File: src/rtl/exc_sreg_pkg.sv
package exc_sreg_pkg;
  typedef enum logic [1:0] {
    KIND_REPEAT = 2'd0,
    KIND_CONT   = 2'd1,
    KIND_ABORT  = 2'd2
  } int_kind_e;

  localparam int IDX_SR    = 0;
  localparam int IDX_ESR   = 1;
  localparam int IDX_ECA   = 2;
  localparam int IDX_EPC   = 3;
  localparam int IDX_EDPC  = 4;
  localparam int IDX_EDATA = 5;
  localparam int TRAP_BIT  = 5;
endpackage

File: src/rtl/exc_save_calc.sv
module exc_save_calc #(
  parameter int DW   = 32,
  parameter int IMMW = 16
) (
  input  logic [1:0]    kind,
  input  logic [DW-1:0] sr_q,
  input  logic [DW-1:0] sr_after,
  input  logic [DW-1:0] pc_now,
  input  logic [DW-1:0] dpc_now,
  input  logic [DW-1:0] pc_after,
  input  logic [DW-1:0] dpc_after,
  input  logic [DW-1:0] cause,
  input  logic [IMMW-1:0] trap_imm,
  input  logic [DW-1:0] eff_addr,
  output logic          save_en,
  output logic [DW-1:0] esr_v,
  output logic [DW-1:0] epc_v,
  output logic [DW-1:0] edpc_v,
  output logic [DW-1:0] edata_v
);
  import exc_sreg_pkg::*;

  localparam int EXTW = DW - IMMW;

  int_kind_e k;
  logic      is_repeat;

  always_comb begin
    k         = int_kind_e'(kind);
    is_repeat = (k == KIND_REPEAT);
    save_en   = (k == KIND_REPEAT) || (k == KIND_CONT);
    esr_v     = is_repeat ? sr_q    : sr_after;
    epc_v     = is_repeat ? pc_now  : pc_after;
    edpc_v    = is_repeat ? dpc_now : dpc_after;
    edata_v   = cause[TRAP_BIT] ? {{EXTW{trap_imm[IMMW-1]}}, trap_imm} : eff_addr;
  end
endmodule

File: src/rtl/sreg_rd_mux.sv
module sreg_rd_mux #(
  parameter int DW   = 32,
  parameter int NREG = 6,
  parameter int AW   = 3
) (
  input  logic [NREG-1:0][DW-1:0] regs,
  input  logic [AW-1:0]           addr,
  output logic [DW-1:0]           data
);
  logic [NREG-1:0][DW-1:0] term;

  for (genvar i = 0; i < NREG; i++) begin : g_term
    assign term[i] = (addr == AW'(i)) ? regs[i] : '0;
  end

  always_comb begin
    data = '0;
    for (int i = 0; i < NREG; i++) data = data | term[i];
  end
endmodule

File: src/rtl/exc_sreg_file.sv
module exc_sreg_file #(
  parameter int          DW         = 32,
  parameter int          IMMW       = 16,
  parameter int          AW         = 3,
  parameter logic [31:0] HANDLER_PC = 32'h0000_0100
) (
  input  logic          clk,
  input  logic          rst_n,
  input  logic          mv_wr_en,
  input  logic [AW-1:0] mv_wr_addr,
  input  logic [DW-1:0] mv_wr_data,
  input  logic [AW-1:0] mv_rd_addr,
  output logic [DW-1:0] mv_rd_data,
  input  logic          jisr,
  input  logic [1:0]    int_kind,
  input  logic [DW-1:0] cause_masked,
  input  logic [DW-1:0] pc_now,
  input  logic [DW-1:0] dpc_now,
  input  logic [DW-1:0] pc_after,
  input  logic [DW-1:0] dpc_after,
  input  logic [DW-1:0] sr_after,
  input  logic [IMMW-1:0] trap_imm,
  input  logic [DW-1:0] eff_addr,
  input  logic          rfe,
  output logic [DW-1:0] sr_mask,
  output logic          pc_load,
  output logic [DW-1:0] pc_load_val,
  output logic [DW-1:0] dpc_load_val
);
  import exc_sreg_pkg::*;

  localparam int NREG = 6;
  localparam logic [DW-1:0] H_PC  = DW'(HANDLER_PC);
  localparam logic [DW-1:0] H_DPC = DW'(HANDLER_PC) + DW'(4);

  logic [NREG-1:0][DW-1:0] regs_q, regs_d;
  logic [NREG-1:0]         wr_hit;
  logic                    save_en;
  logic [DW-1:0]           esr_v, epc_v, edpc_v, edata_v;

  for (genvar i = 0; i < NREG; i++) begin : g_hit
    assign wr_hit[i] = mv_wr_en && (mv_wr_addr == AW'(i));
  end

  exc_save_calc #(.DW(DW), .IMMW(IMMW)) u_save (
    .kind      (int_kind),
    .sr_q      (regs_q[IDX_SR]),
    .sr_after  (sr_after),
    .pc_now    (pc_now),
    .dpc_now   (dpc_now),
    .pc_after  (pc_after),
    .dpc_after (dpc_after),
    .cause     (cause_masked),
    .trap_imm  (trap_imm),
    .eff_addr  (eff_addr),
    .save_en   (save_en),
    .esr_v     (esr_v),
    .epc_v     (epc_v),
    .edpc_v    (edpc_v),
    .edata_v   (edata_v)
  );

  always_comb begin
    regs_d = regs_q;
    if (jisr) begin
      regs_d[IDX_SR]    = '0;
      regs_d[IDX_ECA]   = cause_masked;
      regs_d[IDX_EDATA] = edata_v;
      if (save_en) begin
        regs_d[IDX_ESR]  = esr_v;
        regs_d[IDX_EPC]  = epc_v;
        regs_d[IDX_EDPC] = edpc_v;
      end
    end else if (rfe) begin
      regs_d[IDX_SR] = regs_q[IDX_ESR];
    end else begin
      for (int i = 0; i < NREG; i++)
        if (wr_hit[i]) regs_d[i] = mv_wr_data;
    end
  end

  always_ff @(posedge clk) begin
    if (!rst_n) regs_q <= '0;
    else        regs_q <= regs_d;
  end

  sreg_rd_mux #(.DW(DW), .NREG(NREG), .AW(AW)) u_rd (
    .regs (regs_q),
    .addr (mv_rd_addr),
    .data (mv_rd_data)
  );

  always_comb begin
    sr_mask      = regs_q[IDX_SR];
    pc_load      = jisr || rfe;
    pc_load_val  = jisr ? H_PC  : regs_q[IDX_EPC];
    dpc_load_val = jisr ? H_DPC : regs_q[IDX_EDPC];
  end
endmodule

File: config.mk
export PLATFORM = sky130hd
export DESIGN_NAME = exc_sreg_file
export DESIGN_NICKNAME = d
export VERILOG_FILES = /design/src/rtl/exc_sreg_pkg.sv /design/src/rtl/exc_save_calc.sv /design/src/rtl/sreg_rd_mux.sv /design/src/rtl/exc_sreg_file.sv
export SDC_FILE = /design/constraint.sdc
export NUM_CORES = 1
export LEC_CHECK = 0
export BUFFER_PORTS_ARGS = -buffer_cell sky130_fd_sc_hd__buf_4
export CAP_MARGIN = 20
export CORE_AREA = 2 2 159 161
export CTS_BUF_LIST = sky130_fd_sc_hd__clkbuf_8
export DETAILED_ROUTE_END_ITERATION = 10
export DIE_AREA = 0 0 161 163
export PLACE_DENSITY = 0.78
export SYNTH_ARGS = -nofsm -noshare
export SYNTH_HDL_FRONTEND = slang
export SYNTH_SLANG_ARGS = --single-unit
File: constraint.sdc
create_clock -name clk -period 2.3 [get_ports clk]
set_clock_uncertainty 0.05 [all_clocks]
set_input_delay 0.115 -clock clk [delete_from_list [all_inputs] [get_ports clk]]
set_output_delay 0.115 -clock clk [all_outputs]
set_load 0.01 [all_outputs]
; ---- Word-level counts from Yosys, hierarchy flattened
; Cells that the tools add are included.
[totals]
regBits = 192
[classes]
n_bitwise = 6
n_mux = 23
eq_ne = 13
n_reduce_logical = 23
[op_table]
columns = cell, n
row1 = two-way mux 32 bit, 20
row2 = two-way mux 192 bit, 1
row3 = two-way mux 160 bit, 1
row4 = OR 32 bit, 5
row5 = two-way mux 64 bit, 1
row6 = "== test 3 x 2 -> 1 bit, second input constant", 4
row7 = "== test 3 bit, second input constant", 4
row8 = nonzero test 2 bit, 6
row9 = AND reduction 3 bit, 3
row10 = "== test 3 x 1 -> 1 bit, second input constant", 2
row11 = logical AND 1 bit, 6
row12 = zero test 3 bit, 2
row13 = AND reduction 2 bit, 2
row14 = "== test 2 x 1 -> 1 bit, second input constant", 1
row15 = zero test 2 bit, 1
row16 = logical OR 1 bit, 2
row17 = "!= test 2 x 1 -> 1 bit, second input constant", 1
row18 = "!= test 2 bit, second input constant", 1
row19 = OR reduction 2 bit, 1
row20 = NOT 1 bit, 1

; ---- Logic depth before layout (Yosys ltp)
[logic_depth]
ltp_word = 7
depth_mapped = 7
mapped_depth_nobuf = 3

; ---- Hierarchy
; From an unflattened synthesis, not the netlist that was laid out.
[unflattened]
cells_unflattened = 1639
hier_area_um2 = 13549.2
[by_module_without_submodules]
columns = module, instances, cells_each, area_each_um2, seq_area_each_um2
row1 = exc_sreg_file, 1, 1222, 10025.9, 3843.7
row2 = sreg_rd_mux, 1, 254, 1851.8, 0.0
row3 = exc_save_calc, 1, 163, 1671.6, 0.0

; ---- Least setup slack after synthesis
; No wires, ideal clock.
[synth_timing]
path_kind = input -> register
start = input mv_wr_addr[1]
end = register regs_q[129] in the netlist's numbering
path_slack_ns = 0.743
arrival_time_ns = 1.384
stages = 7
required_ns = 2.126
cell_sequence = clkbuf_1 -> or3_1 -> buf_2 -> o31a_1 -> buf_6 -> buf_6 -> mux2i_1
[synth_via]
elab_chain_len = 4
[synth_rtl]
columns = item, line_no
row1 = start: declaration, exc_sreg_file.sv:10  ; input logic [AW-1:0] mv_wr_addr,
row2 = == test 3 bit, exc_sreg_file.sv:42  ; assign wr_hit[i] = mv_wr_en && (mv_wr_addr == AW'(i));
row3 = logical AND 1 bit, exc_sreg_file.sv:42
row4 = nonzero test 2 bit (no line), --
row5 = AND reduction 3 bit (no line), --
row6 = end signal: assignment, exc_sreg_file.sv:84  ; else regs_q <= regs_d;
row7 = end: declaration, exc_sreg_file.sv:36  ; logic [NREG-1:0][DW-1:0] regs_q, regs_d;
; Every way passes these cells.
; A chain may end at the register's enable or synchronous reset.

; ---- Worst setup path in the final report
[layout_timing]
start = input mv_rd_addr[2]
end = output mv_rd_data[26]
[layout_via]
elab_chain_len = 7
elab_cells_between_ends = 17
[layout_rtl]
columns = item, line_no
row1 = start: declaration, exc_sreg_file.sv:12  ; input logic [AW-1:0] mv_rd_addr,
row2 = == test 3 x 1 -> 1 bit or zero test 3 bit (tied branches), sreg_rd_mux.sv:13  ; assign term[i] = (addr == AW'(i)) ? regs[i] : '0;
row3 = two-way mux 32 bit, sreg_rd_mux.sv:13
row4 = OR 32 bit (4 in series), sreg_rd_mux.sv:18  ; for (int i = 0; i < NREG; i++) data = data | term[i];
row5 = OR 32 bit (*), sreg_rd_mux.sv:18
row6 = end: declaration, exc_sreg_file.sv:13  ; output logic [DW-1:0] mv_rd_data,
; Every way passes the cells marked *; elsewhere a longest branch is shown, timed or not.

==> reports/metrics.cfg <==
[critical_path]
cp-start-kind=primary input
slowest_stage=and2_1
criticalPathCategory=in -> out
cp_num_cells=5
critPathMaxStageDelay_ns=0.74
crit_family=simple AND/OR/NAND/NOR gates
crit_chain=buf_4 > nor2_1 > and2_1 > a221o_1 > buf_4
reg2reg_slack_ns=0.86
r2r-start=regs_q[78]
timing.critical_path.buf_inv=2
r2r_end=regs_q[78]
path_max_fanout=25
endpoint=mv_rd_data[26]
end_kind=primary output
cp-startpoint=mv_rd_addr[2]
crit_arrival_ns=1.78
cpMostUsedCell=buf_4
r2r_cells=3
cp.required_ns=2.13

[clocking]
tritoncts=built
insertion_delay_ns=0.48
cts_setup_buffers=0
clkSlewWorstSetupHoldPaths_ns=0.10
clock_path_buffers=2
postCtsHoldBufs=214
root_buffer=clkbuf_8
cts.sinks=192
htreeDepth=4
cts_resized=0
cts_buffers=17

[placed_design]
place_area_sq_um=14900
routabilityCongestion=0.922
io_buffers=413
dp_hpwl_um=32700

[layout]
regArea_sq_um=3840
n_antenna_cell=0
finalNetCount=2174
fillers=1815
syn_to_final_growth_pct=48.1
drive_above_1_share=0.295
post-route-cell-area_sq_um=17500
multi_input_area_sq_um=7060

[global_routing]
antenna_found_initial=0
grt_overflow_total=0
grt_pass1_wl_um=78100
grt_pass1_vias=14075
grt_max_degree=120
grt_usage=0.381

[detailed_routing]
ant_nets=0
viasPerCell=6.31
via_count=14075
first_iter_violations=1531
drt_wl_total_um=52500
drcViolationCount=0
dr.pass1.iters=5
wl_per_cell_um=23.5

[floorplan]
dieArea_sq_um=26200
core_area_sq_um=24700
ioPinCount=414
initial_core_util=0.479
dieHeight_um=163
num_rows=58
die_w_um=161

[logic_synthesis]
synth-seq-area-share=0.325
ys_seq_elements=192
syn_nets=1673
synth_cells=1388
syn_area_sq_um=11800
yosysWarningCount=0
yosysUniqueCellTypes=44
avgSynthCellArea_sq_um=8.51
ys_async_sr_fraction=0
synth_top_flop_cell=dfxtp_1
synth-edff-count=0

[sta]
finalSetupViolations=0
fmax_ghz=0.515
fin_hold_ws_ns=-0.0170
fin_crit_sh=0.844
slew_violations=0
slew_headroom=0.406
post-route-min-period_ns=1.94
rsz0062_at_grt=no
hold_violations=1
tns_ns=0
worst_pin_slew_ns=0.891

[pwr]
pwr_density_cell_nw_per_um2=495
p_leak_nw=7.34
ir_drop_mv=0.419

[flow_run]
drv_cap=0

[outcome]
violations=hold timing
status=finished with violations

[hold_path]
hold_class=in -> reg

[flip-flops by register name (all words and copies together), names as in the netlist]
register	count
regs_q	160
sr_mask	32
[cell usage in the layout (no fill, tap or decap), types with 18 or more instances in the layout]
| cell type | n |
|---|---|
| buf_4 | 450 |
| dlygate4sd3_1 | 214 |
| dfxtp_1 | 192 |
| mux2i_1 | 135 |
| a211oi_1 | 128 |
| nor2_1 | 109 |
| o21ai_0 | 101 |
| nor2b_1 | 79 |
| nand2_1 | 74 |
| o221ai_1 | 71 |
| mux2_2 | 40 |
| o2bb2ai_1 | 39 |
| o21a_1 | 33 |
| nor3_1 | 32 |
| nor4_1 | 32 |
| o22a_1 | 30 |
| a22oi_1 | 20 |
| clkbuf_8 | 18 |
[cell type report]
class                      instances  share of cell area
tap                              330              0.0236
timing repair buffer             673               0.325
sequential                       192               0.220
inverter                          13             0.00279
clock buffer                      18              0.0142
multi-input combinational        992               0.404
clock inverter                    14              0.0102
[tightest hold or removal path: stages]
cell	delay (ns)
buf_4	0.08
o221ai_1	0.13
mux2i_1	0.14
[where the power goes]
| group | switching (mW) | internal [mW] |
|---|---|---|
| Sequential | 0.175 | 3.54 |
| Clock | 1.36 | 1.13 |
| Combinational | 1.19 | 1.26 |
| Total | 2.73 | 5.93 |
[synth_stat cells, types with 3 or more instances]
cell / number / area share
dfxtp_1: 192 / 0.33
mux2i_1: 135 / 0.11
a211oi_1: 128 / 0.081
clkbuf_1: 118 / 0.037
nor2_1: 110 / 0.035
o21ai_0: 101 / 0.043
nor2b_1: 80 / 0.042
nand2_1: 75 / 0.024
o221ai_1: 71 / 0.053
mux2_2: 40 / 0.038
o2bb2ai_1: 39 / 0.029
o21a_1: 33 / 0.021
buf_4: 32 / 0.020
nor3_1: 32 / 0.014
nor4_1: 32 / 0.017
o22a_1: 30 / 0.022
buf_2: 23 / 0.0097
a22oi_1: 20 / 0.013
o22ai_1: 14 / 0.0074
buf_1: 13 / 0.0041
inv_1: 13 / 0.0041
a221o_1: 9 / 0.0076
buf_6: 5 / 0.0048
nand2b_1: 5 / 0.0026
or2_2: 5 / 0.0026
mux4_2: 4 / 0.0076
or3b_2: 4 / 0.0030
a21oi_1: 3 / 0.0013
a31o_2: 3 / 0.0022
[logic make-up (layout without fill, tap and decap cells)]
kind of cell           Yosys count  after routing  share of synthesized area
and+or+nand+nor                352            352                      0.146
buffers and inverters          204            718                     0.0806
DFF                            192            192                      0.325
muxes                          179            179                      0.160
AOI/OAI and AO/OA              461            461                      0.288
[stage by stage]
stage	util	hold slack (ns)	std cells	setup WS (ns)	power (mW)
global route	0.709	0.00563	2232	0.291	8.93
CTS	0.709	0.000164	2232	0.446	8.54
floorplan	-	0.252	1388	0.743	4.84
finish	0.709	-0.0170	2232	0.360	8.65
global placement	0.605	0.390	1986	0.301	5.76
detailed placement	0.605	0.395	1986	0.274	5.80
[metal layers]
metal | vias up | GRT usage | part of all wire
met4 | 0 | 0.201 | 0.051
met3 | 217 | 0.0858 | 0.10
met1 | 6678 | 0.439 | 0.37
met5 | - | 0 | 0
met2 | 984 | 0.660 | 0.48
li1 | 6196 | - | -
[how the worst min path moves through the flow]
stage | slack, ns | start | end | cells after the start
after floorplan | 0.25 | mv_wr_data[31] | regs_q[95] | 2
after global placement | 0.39 | pc_now[3] | regs_q[99] | 3
after detailed placement | 0.39 | pc_now[3] | regs_q[99] | 3
after CTS | 0.0002 | sr_after[26] | regs_q[58] | 3
after global routing | 0.006 | pc_after[10] | regs_q[106] | 3
final | -0.02 | pc_after[10] | regs_q[106] | 3
(Power assumes the default switching activity.)
